===== config.mk =====
export PLATFORM = sky130hd
export DESIGN_NAME = host_dma_req
export DESIGN_NICKNAME = d
export VERILOG_FILES = /design/src/rtl/host_dma_req.sv
export SDC_FILE = /design/constraint.sdc
export NUM_CORES = 1
export LEC_CHECK = 0
export BUFFER_PORTS_ARGS = -buffer_cell sky130_fd_sc_hd__buf_2
export CORE_AREA = 3 3 40 42
export DETAILED_ROUTE_END_ITERATION = 16
export DIE_AREA = 0 0 43 45
export PLACE_DENSITY = 0.55
export REMOVE_ABC_BUFFERS = 1
export SYNTH_ARGS = -nofsm -noshare
export SYNTH_HDL_FRONTEND = slang
export SYNTH_SLANG_ARGS = --single-unit

===== constraint.sdc =====
create_clock -name clk -period 4.1 [get_ports clk]
set_clock_uncertainty 0.05 [all_clocks]
set_input_delay 0.82 -clock clk [delete_from_list [all_inputs] [get_ports clk]]
set_output_delay 0.82 -clock clk [all_outputs]
set_load 0.03 [all_outputs]

===== src/rtl/host_dma_req.sv =====
module host_dma_req #(
  parameter int PAUSE_EVERY = 9
) (
  input  logic clk,
  input  logic rst_n,
  input  logic dma_en,
  input  logic dir,
  input  logic tc_ie,
  input  logic cmd_ie,
  input  logic burst,
  input  logic single_mode,
  input  logic fifo_full,
  input  logic fifo_empty,
  input  logic dack,
  input  logic tc,
  input  logic cmd_full,
  output logic drq,
  output logic drq_oe,
  output logic irq,
  output logic irq_oe,
  output logic done
);
  localparam int CW = $clog2(PAUSE_EVERY + 1);
  localparam logic [CW-1:0] LAST = CW'(PAUSE_EVERY - 1);

  logic [CW-1:0] cnt;
  logic gap;
  logic fifo_ok, xfer, last_xfer, gap_set;

  assign fifo_ok   = dir ? !fifo_empty : !fifo_full;
  assign drq       = dma_en && !done && fifo_ok && !gap;
  assign xfer      = drq && dack;
  assign last_xfer = xfer && !single_mode && cnt == LAST;
  assign gap_set   = xfer && (single_mode || (last_xfer && !burst));

  always_ff @(posedge clk or negedge rst_n) begin
    if (!rst_n) begin
      cnt  <= '0;
      gap  <= 1'b0;
      done <= 1'b0;
    end else begin
      gap  <= gap_set;
      done <= dma_en && (done || (xfer && tc));
      if (!dma_en || !fifo_ok || last_xfer || single_mode)
        cnt <= '0;
      else if (xfer)
        cnt <= cnt + 1'b1;
    end
  end

  assign drq_oe = dma_en;
  assign irq_oe = tc_ie || cmd_ie;
  assign irq    = (done && tc_ie) || (cmd_full && cmd_ie);
endmodule



; ---- Word level (Yosys, flattened, before mapping)
; Cells that the tools add are included.
; Widths: inputs -> output; s select.
[op_classes]
muxes = 3
n_reduce_logical = 28
n_eq_ne = 1
addsub = 1
[ops]
columns = cell, n
row1 = $logic_and 1x1->1, 12
row2 = $logic_not 1->1, 8
row3 = $mux 4, 2
row4 = $logic_or 1x1->1, 7
row5 = $add 4x1->4 const B, 1
row6 = $eq 4x4->1 const B, 1
row7 = $reduce_bool 2->1, 1
row8 = $mux 1, 1
[totals]
out_inout_bits = 5
inputBits = 13
register_bits = 6
elab_cells = 36

; ---- Longest topological paths before layout
[logic_depth]
depth_word = 10
ltp_mapped = 5
depth_no_buf = 5

; ---- Worst setup path after synthesis
; OpenSTA, ideal clock, no wires.
[synth_path]
path_type = input-to-output
start = input dir
end = output drq
n_path_buf = 0
setup_slack_ns = 1.409
arrival_time_ns = 1.821
cell_stages = 3
path_cell_list = mux2i_1 nand2_1 nor3_1
[synth_between]
elab_chain_len = 3
[synth_rtl]
columns = item, line_no
row1 = "start, declared", 7  ; input logic dir,
row2 = $mux 1, 30  ; assign fifo_ok = dir ? !fifo_empty : !fifo_full;
row3 = $logic_and 1x1->1 (2 in series), 31  ; assign drq = dma_en && !done && fifo_ok && !gap;
row4 = "end, declared", 17  ; output logic drq,
; No other way between the ends.

; ---- Worst setup path in the final report
; Ends and elaborated chain as after synthesis.

==> metrics <==
Switch Pwr 0.0000346 W; critical path's largest stage delay 0.30 ns; RSZ-0062 raised after global routing false; Multi-input gate area 209 sq um; sequential cell area fraction in the yosys report 0.397; Synth Flop Type dfrtp_1; Final TNS setup 0 ns; final-stage net count between 70 and 80; Die Footprint 1940 sq um; reg2reg start cnt[0]; clock network power share 0.368; vias in the first global route 329; Core Rows 13; DRC Markers 0; area grow syn2layout 31.5%; post-place setup slack between 1.5 and 2 ns; Critical Path RT 3.23 ns; Post-CTS Hold Buffers 0; Synth Register Bits 6; total I/O pin count 18; critical path startpoint category input port; Total Wirelength 790 um; Fin. Hold Viols 0; yosys warns 0; crit path launch dir; worst vdd ir 0.000141 V; largest net degree at the start of global routing 8; DRT antenna net count 0; most frequent CP cell buf_2; CTS Sinks 6; GRT Total Usage 0.0905; Critical Path End Type output pin; Avg WL per Cell 11.0 um; post-synth cell types 22; Combinational Power Share 0.187; mapped cell area 378 sq um; Static Leak 0.242 nW; worst reg2reg path depth 5; critical path fanouts, max 4; CTS Buf Count 3; clk slew on worst S/H paths 0.04 ns; maxcap violations 0; Vias/cell approximately 4.7; Power Internal 0.000105 W; CTS tree done; headroom to the max-slew limit 0.798; initial antenna violation count 0; switching fraction of total power 0.249; DIE WIDTH 43 um; Skew-Pair Late Insertion Delay ~0.24 ns; via count ~340; Starting Density 0.294; largest cells by area after synthesis dfrtp_1 (40%), ha_1 (6.6%), nor3b_4 (5.0%), a41oi_1 (4.6%), a21oi_1 (4.0%); IO Port Bufs 17; H-Tree Depth 1; Starting DRT DRC Count 5; Final period util 0.611; top cell type by total area after synthesis dfrtp_1; DP HPWL 642 um; Final setup viols 0; Pwr Density 280 nW/um^2; die height 45 um; Sequential Power Share 0.446; Setup Fix Bufs, Post-CTS 0; PnR worst setup slack 1.60 ns; Synth async-reset ratio 1.00; CORE AREA around 1300 sq um; storage element area 150 sq um; Tmin final roughly 2.5 ns; crit-path cells buf_2 -> mux2i_1 -> nand2_1 -> nor3_1 -> buf_2; grt ovf 0; clk root buf clkbuf_4; syn_area_per_cell 9.94 sq um; Fillers 139; Crit-path slowest cell mux2i_1; Final Max Slew Viols 0; gpl congestion 0.778; Worst Path Arrival 1.63 ns; Setup CP Type input port to output pin; fmax 399 MHz; layout cell share with drive strength beyond 1 0.421; first-pass GRT wire length 1.27 mm; worst min path class input port to async pin; Mapped Cells 38; measured slew at the worst slew-check pin 0.295 ns; # diodes 0; CTS Buffer Depth 2; Synth top area share 0.397; TritonRoute pass-1 iters 3; status finished clean; post-CTS sizing 0; Post-synth EDFFs 0
state kept, by name (all words and copies together) (netlist names):
register,flops
done,1
cnt,4
gap,1
kinds of logic after synthesis:
| kind of cell | share of synthesized area |
|---|---|
| DFF | 0.397 |
| muxes | 0.0265 |
| buffers and inverters | 0.0497 |
| adders and majority gates | 0.0662 |
| and+or+nand+nor | 0.281 |
| AOI/OAI and AO/OA | 0.179 |
stage by stage:
step	utilization	std cells	total power (W)	instance area [sq um]	hold WS, ns
after detailed placement	0.369	69	0.0000892	474	0.450
after floorplan	-	37	0.0000765	370	0.412
after global placement	0.369	69	0.0000894	474	0.475
final	0.387	72	0.000139	497	0.342
after global routing	0.387	72	0.000152	497	0.324
after CTS	0.387	72	0.000142	497	0.337
layer usage:
layer,global-route usage,vias up,wire length [um]
met3,0.0279,2,59
met2,0.126,14,326
met1,0.115,146,385
li1,-,179,-
met4,0.0723,0,19
met5,0,-,0
worst paths after layout:
kind	endpoint	slack [ns]
worst min-delay path	cnt[0]	0.34
min in group clk	cnt[3]	0.46
max in group asynchronous	cnt[2]	3.53
worst min register to register	cnt[3]	0.46
worst max-delay path	drq	1.60
worst max register to register	cnt[3]	2.70
cells in the final DEF, fill, tap and decap left out, types with 2 or more instances in the layout:
cell / count
buf_2: 17
dfrtp_1: 6
nand2_1: 4
inv_1: 3
nand3_1: 3
a21oi_1: 3
clkbuf_4: 3
a41oi_1: 2
ha_1: 2
synth_stat cells, drive strengths merged (2+ instances only):
| library cell | n |
|---|---|
| a21oi | 3 |
| a41oi | 2 |
| dfrtp | 6 |
| ha | 2 |
| inv | 3 |
| nand2 | 4 |
| nand3 | 3 |
area by class of cell:
class / instances / share of cell area
inverters: 3 / 0.0227
well taps: 15 / 0.0378
multi-input cells: 28 / 0.421
clock buffers: 3 / 0.0453
repair buffers: 17 / 0.171
flip-flops and latches: 6 / 0.302
power by group through the flow:
stage	Combinational [W]	Clock [W]	Sequential, W
detailed placement	0.0000263	0	0.0000628
floorplan	0.0000132	0	0.0000633
global placement	0.0000265	0	0.0000629
finish	0.0000260	0.0000512	0.0000620
CTS	0.0000264	0.0000535	0.0000620
global route	0.0000289	0.0000607	0.0000621
critical path: cells and delay by family:
kind	cells	cell delay [ns]
simple gates	2	0.21
buf+inv	2	0.30
mux	1	0.30
(Power assumes the default switching activity.)
